`config.mk`:
```
export PLATFORM = sky130hd
export DESIGN_NAME = pktfifo_commit
export DESIGN_NICKNAME = d
export VERILOG_FILES = /design/src/rtl/pktfifo_pkg.sv /design/src/rtl/pktfifo_ctrl.sv /design/src/rtl/pktfifo_dp.sv /design/src/rtl/pktfifo_commit.sv
export SDC_FILE = /design/constraint.sdc
export NUM_CORES = 1
export LEC_CHECK = 0
export BUFFER_PORTS_ARGS = -buffer_cell sky130_fd_sc_hd__buf_2
export CORE_MARGIN = 4
export CORE_UTILIZATION = 57
export CTS_BUF_LIST = sky130_fd_sc_hd__clkbuf_8
export CTS_CLUSTER_SIZE = 16
export DETAILED_ROUTE_END_ITERATION = 8
export PLACE_DENSITY = 0.75
export REMOVE_ABC_BUFFERS = 1
export SYNTH_ARGS = -nofsm -noshare
export SYNTH_HDL_FRONTEND = slang
export SYNTH_SLANG_ARGS = --single-unit
```
`constraint.sdc`:
```
create_clock -name clk -period 3.6 [get_ports clk]
set_clock_uncertainty 0.1 [all_clocks]
set_input_delay 0.36 -clock clk [delete_from_list [all_inputs] [get_ports clk]]
set_output_delay 0.36 -clock clk [all_outputs]
set_load 0.02 [all_outputs]
```
`src/rtl/pktfifo_pkg.sv`:
```
package pktfifo_pkg;
  // Strobes from control to datapath
  typedef struct packed {
    logic wrEn;
  } dpStrobe_t;
endpackage

```
`src/rtl/pktfifo_ctrl.sv`:
```
module pktfifo_ctrl
  import pktfifo_pkg::*;
#(
  parameter int ADDR_W = 4
) (
  input  logic              clk,
  input  logic              rst,
  input  logic              wrReq,
  input  logic              wrCommit,
  input  logic              rdReq,
  input  logic [ADDR_W-1:0] afThresh,
  input  logic [ADDR_W-1:0] aeThresh,
  output logic              full,
  output logic              almostFull,
  output logic              empty,
  output logic              almostEmpty,
  output logic              pktAvail,
  output logic [ADDR_W-1:0] wrAddr,
  output logic [ADDR_W-1:0] rdAddr,
  output dpStrobe_t         strb
);
  localparam logic [ADDR_W-1:0] ONE = ADDR_W'(1);

  logic [ADDR_W-1:0] wrPtr, cmtPtr, rdPtr;
  logic [ADDR_W-1:0] wrNext, rdNext;
  logic [ADDR_W-1:0] freeDiff, visDiff;
  logic fullQ, emptyQ;
  logic wrAcc, rdAcc, cmtAcc;
  logic liveEmpty, visFull;

  // requests against a full or empty FIFO are refused
  assign wrAcc  = wrReq & ~fullQ;
  assign rdAcc  = rdReq & ~emptyQ;
  // a commit counts only together with an accepted write
  assign cmtAcc = wrAcc & wrCommit;
  assign wrNext = wrPtr + ONE;
  assign rdNext = rdPtr + ONE;

  always_ff @(posedge clk or posedge rst) begin
    if (rst) begin
      wrPtr  <= '0;
      cmtPtr <= '0;
      rdPtr  <= '0;
      fullQ  <= 1'b0;
      emptyQ <= 1'b1;
    end else begin
      if (wrAcc)  wrPtr  <= wrNext;
      if (cmtAcc) cmtPtr <= wrNext;   // publish the whole packet
      if (rdAcc)  rdPtr  <= rdNext;
      // full tracks the live pointer against the read pointer
      if (rdAcc)                          fullQ <= 1'b0;
      else if (wrAcc && wrNext == rdPtr)  fullQ <= 1'b1;
      // empty tracks the committed pointer
      if (cmtAcc)                         emptyQ <= 1'b0;
      else if (rdAcc && rdNext == cmtPtr) emptyQ <= 1'b1;
    end
  end

  // free slots from live pointer; R8: visible words from committed pointer
  assign freeDiff    = rdPtr - wrPtr;
  assign visDiff     = cmtPtr - rdPtr;
  assign liveEmpty   = (wrPtr == rdPtr) & ~fullQ;
  assign visFull     = (cmtPtr == rdPtr) & ~emptyQ;
  assign almostFull  = (freeDiff <= afThresh) & ~liveEmpty;
  assign almostEmpty = (visDiff <= aeThresh) & ~visFull;

  assign full      = fullQ;
  assign empty     = emptyQ;
  assign pktAvail  = ~emptyQ;
  assign wrAddr    = wrPtr;
  assign rdAddr    = rdPtr;
  assign strb.wrEn = wrAcc;
endmodule

```
`src/rtl/pktfifo_dp.sv`:
```
module pktfifo_dp
  import pktfifo_pkg::*;
#(
  parameter int DATA_W = 8,
  parameter int ADDR_W = 4
) (
  input  logic              clk,
  input  dpStrobe_t         strb,
  input  logic [ADDR_W-1:0] wrAddr,
  input  logic [DATA_W-1:0] wrData,
  input  logic [ADDR_W-1:0] rdAddr,
  output logic [DATA_W-1:0] rdData
);
  localparam int DEPTH = 1 << ADDR_W;

  logic [DATA_W-1:0] store [DEPTH];

  for (genvar i = 0; i < DEPTH; i++) begin : g_slot
    always_ff @(posedge clk) begin
      if (strb.wrEn && wrAddr == ADDR_W'(i)) store[i] <= wrData;
    end
  end

  // Fall-through read of the oldest visible word
  assign rdData = store[rdAddr];
endmodule

```
`src/rtl/pktfifo_commit.sv`:
```
module pktfifo_commit
  import pktfifo_pkg::*;
#(
  parameter int DATA_W = 8,
  parameter int ADDR_W = 4
) (
  input  logic              clk,
  input  logic              rst,
  input  logic [DATA_W-1:0] wrData,
  input  logic              wrReq,
  input  logic              wrCommit,
  input  logic [ADDR_W-1:0] afThresh,
  output logic              full,
  output logic              almostFull,
  input  logic              rdReq,
  input  logic [ADDR_W-1:0] aeThresh,
  output logic [DATA_W-1:0] rdData,
  output logic              empty,
  output logic              almostEmpty,
  output logic              pktAvail
);
  dpStrobe_t         strb;
  logic [ADDR_W-1:0] wrAddr, rdAddr;

  pktfifo_ctrl #(.ADDR_W(ADDR_W)) u_ctrl (
    .clk(clk), .rst(rst), .wrReq(wrReq), .wrCommit(wrCommit), .rdReq(rdReq),
    .afThresh(afThresh), .aeThresh(aeThresh), .full(full),
    .almostFull(almostFull), .empty(empty), .almostEmpty(almostEmpty),
    .pktAvail(pktAvail), .wrAddr(wrAddr), .rdAddr(rdAddr), .strb(strb)
  );

  pktfifo_dp #(.DATA_W(DATA_W), .ADDR_W(ADDR_W)) u_dp (
    .clk(clk), .strb(strb), .wrAddr(wrAddr), .wrData(wrData),
    .rdAddr(rdAddr), .rdData(rdData)
  );
endmodule

```
==> summary.txt <==
Floorplan
  – Core area: between 0.01 and 0.015 mm^2
  – I/O pins: 34
  – Standard-cell row count: 37
  – Chip width: roughly 110 um
  – Total die area: ~0.013 mm^2
  – Initial Util: 0.596
  – Die height: 113 um

Finish
  – Layout cells sized above 1: 0.233
  – Area occupied by multi-input gates: around 0.0018 mm^2
  – Final nets: 449
  – Diode count: 0
  – Area grow syn2layout: 10.6%
  – Filler cell count: ~740
  – FF+latch area: between 0.004 and 0.005 mm^2
  – Utilization after layout: 0.658

Hold path
  – Worst min path class: input pin to flop

STA
  – Max-slew violations: 0
  – Final min period: ~3.4 ns
  – Worst hold slack: 0.208 ns
  – RSZ-0062 raised after global routing: false
  – Max Freq: a little under 300 MHz
  – Hold Vio Cnt, Final: 0
  – Slew @ Worst Pin: 0.930 ns
  – Rel. slew slack: 0.377
  – Final period utilization: 0.938
  – Final setup violation count: 0

Global route
  – Gr ovfl total: 0
  – GRT Util Overall: 0.193
  – Vias in the first global route: 3325
  – Initial antenna violation count: 0
  – Largest net degree at the start of global routing: 24
  – First-pass GRT wire length: 18300 um

Synthesis
  – Sequential area share after synthesis: 0.673
  – Largest area contributor in the netlist: edfxtp_1
  – Distinct cells, synth: around 40
  – Share of the synthesized area in the top cell type: 0.617
  – Top post-synthesis cells by area: edfxtp_1, mux4_2, mux4_1
  – Number of synthesized register bits: about 140
  – Synth Instances: between 300 and 400
  – Yosys warns: 0
  – Post-Synthesis Mean Instance Area: approximately 18 um^2
  – Cell area after synthesis: 0.00623 mm^2

Drt
  – First drt pass iteration count: 4
  – DR vias: about 3200
  – Vias per inst: around 5.8
  – Number of remaining DRC errors: 0
  – Final WL: approximately 11000 um
  – Starting DRC count in detailed routing: roughly 280
  – Wire per inst: around 20 um
  – Antenna-violating nets left: 0

Power and ir drop
  – Switching part of the total power: 0.374
  – Comb pwr share: 0.421
  – Power share of the clock group: 0.202
  – Internal Pwr Total: approximately 3.7 mW
  – Switching power: ~2.2 mW
  – Worst IR Drop VDD: approximately 350 uV
  – Flop pwr share: 0.377
  – Pwr Density: 848 mW/mm^2
  – P_leak: between 2 and 2.5 nW

Clocking
  – CTS tree: yes
  – TritonCTS Sinks: around 140
  – Clock Latency Late Sink: between 0.4 and 0.5 ns
  – Htree depth: 4
  – Clock transition at path regs: ~0.08 ns
  – Max Root-Sink Buffers: 2
  – Root buf cell: clkbuf_8
  – Num CTS Buffers: 17

Setup path
  – Worst Setup Start Kind: flop
  – Worst EP arrival: just under 3 ns
  – Worst EP required: 3.14 ns
  – Setup CP Type: flop to primary output
  – Crit path max fanout: 9
  – Setup crit end kind: primary output

Job
  – Max-cap violations: 0

Place
  – Gpl congestion: roughly 0.8
  – Number of port buffers: 33
  – Post-DP HPWL: roughly 7600 um

Run status
  – Outcome: completed
## path summary, 6_finish.rpt
check | slack, ns | from | cells past startpoint | end
min in group asynchronous | 0.41 | rst | 3 | u_ctrl.rdAddr[1]
setup / recovery | 0.22 | u_ctrl.rdAddr[0] | 11 | almostFull
hold / removal | 0.21 | rdReq | 3 | u_ctrl.full
max in group asynchronous | 2.60 | rst | 3 | u_ctrl.rdAddr[0]
hold reg to reg | 0.40 | u_ctrl.cmtPtr[0] | 2 | u_ctrl.cmtPtr[0]
setup reg to reg | 1.49 | u_ctrl.wrAddr[0] | 4 | u_dp.store[10][3]
## stage by stage
stage	setup TNS, ns	setup WS [ns]	std cells	instance area [um^2]	power, mW
2_1_floorplan	-0.0872	-0.0872	341	6070	3.96
5_1_grt	0	0.0464	556	6890	6.22
3_5_place_dp	0	0.426	522	6490	4.72
4_1_cts	0	0.0899	556	6890	5.89
3_3_place_gp	0	0.523	522	6490	4.66
6_report	0	0.222	556	6890	5.84
## layout by cell type, fill, tap and decap left out, types with 2 or more instances in the layout
master	netlist	routed
a211oi_1	6	6
a21o_1	2	2
a21oi_1	6	6
a31oi_1	7	7
a32oi_1	2	2
and2_1	7	7
buf_2	4	33
buf_4	1	12
clkbuf_8	5	17
clkinv_4	0	2
clkinvlp_4	0	2
dfrtp_1	13	12
dlygate4sd3_1	0	2
edfxtp_1	128	128
fa_1	2	2
ha_1	19	19
inv_1	15	17
inv_6	0	6
mux4_1	13	13
mux4_2	18	18
nand2_1	28	28
nand2b_1	3	3
nand3_1	2	2
nand4_1	3	3
nor2_1	14	14
nor2b_1	5	5
nor3_1	4	4
nor4b_1	2	2
o21a_1	2	2
o21ai_0	8	8
xnor2_1	9	9
xor2_1	12	12
## sequential cells by signal, summed over array words and instances, names as in the netlist
signal / count
u_ctrl.full: 1
u_dp.store: 128
u_ctrl.wrAddr: 4
u_ctrl.cmtPtr: 4
u_ctrl.rdAddr: 4
u_ctrl.empty: 1
## cells by family after synthesis
kind of cell    Yosys count  share of synthesized area
flops                   142                      0.673
xor+xnor                 21                     0.0295
buf+inv                  32                     0.0361
mux                      33                      0.123
simple gates             70                     0.0536
compound gates           37                     0.0396
fa+ha+maj                21                     0.0446
## Yosys cell counts (all sizes together)
master   count
nand4        3
nand3        2
and2         7
mux2i        1
a31oi        7
clkinv       1
dfstp        1
mux4        31
nor2        14
dfrtp       13
a21oi        6
a311oi       1
nor4b        2
nand4b       1
inv         16
a2111oi      1
mux2         1
a32o         1
fa           2
clkbuf       5
a21o         2
edfxtp     128
o21ai        8
nand2b       3
o21a         2
xnor2        9
nor3         4
nand2       28
a32oi        2
nor2b        5
ha          19
xor2        12
a211oi       7
nor3b        1
buf         10
## power by group through the flow
| stage | clock, mW | sequential [mW] | combinational, mW |
|---|---|---|---|
| 2_1_floorplan | 0 | 2.34 | 1.62 |
| 3_3_place_gp | 0 | 2.23 | 2.43 |
| 3_5_place_dp | 0 | 2.24 | 2.48 |
| 4_1_cts | 1.19 | 2.20 | 2.50 |
| 5_1_grt | 1.28 | 2.23 | 2.71 |
| 6_report | 1.18 | 2.20 | 2.46 |
## repair_timing
action	in CTS	in global routing
buffers inserted	0	0
resized for setup	1	1
hold buffers	2	0
pin swaps	0	0
hold endpoints to repair	14	0
setup endpoints to repair	1	1
## worst max-delay path: stages (launching register included)
cell	delay, ns
dfrtp_2	0.46
clkinv_2	0.17
ha_1	0.25
inv_1	0.08
fa_1	0.41
ha_1	0.29
nor2b_1	0.13
o21a_1	0.16
o21ai_0	0.15
nand2b_1	0.08
a21oi_1	0.13
buf_2	0.18
## area by class of cell
| class | instances | share of cell area |
|---|---|---|
| multi-input cells | 182 | 0.263 |
| inverters | 17 | 0.00944 |
| repair buffers | 47 | 0.0400 |
| clock buffers | 17 | 0.0340 |
| flip-flops and latches | 142 | 0.609 |
| well taps | 136 | 0.0247 |
| clock inverters | 15 | 0.0200 |
## routing by layer
| layer | track usage | vias up | share of wire |
|---|---|---|---|
| met3 | 0.0501 | 13 | 0.052 |
| met5 | 0 | - | 0 |
| li1 | - | 1490 | - |
| met2 | 0.312 | 89 | 0.51 |
| met4 | 0.0545 | 0 | 0.011 |
| met1 | 0.262 | 1641 | 0.43 |
Note: power is estimated with default switching activity, not from simulation.
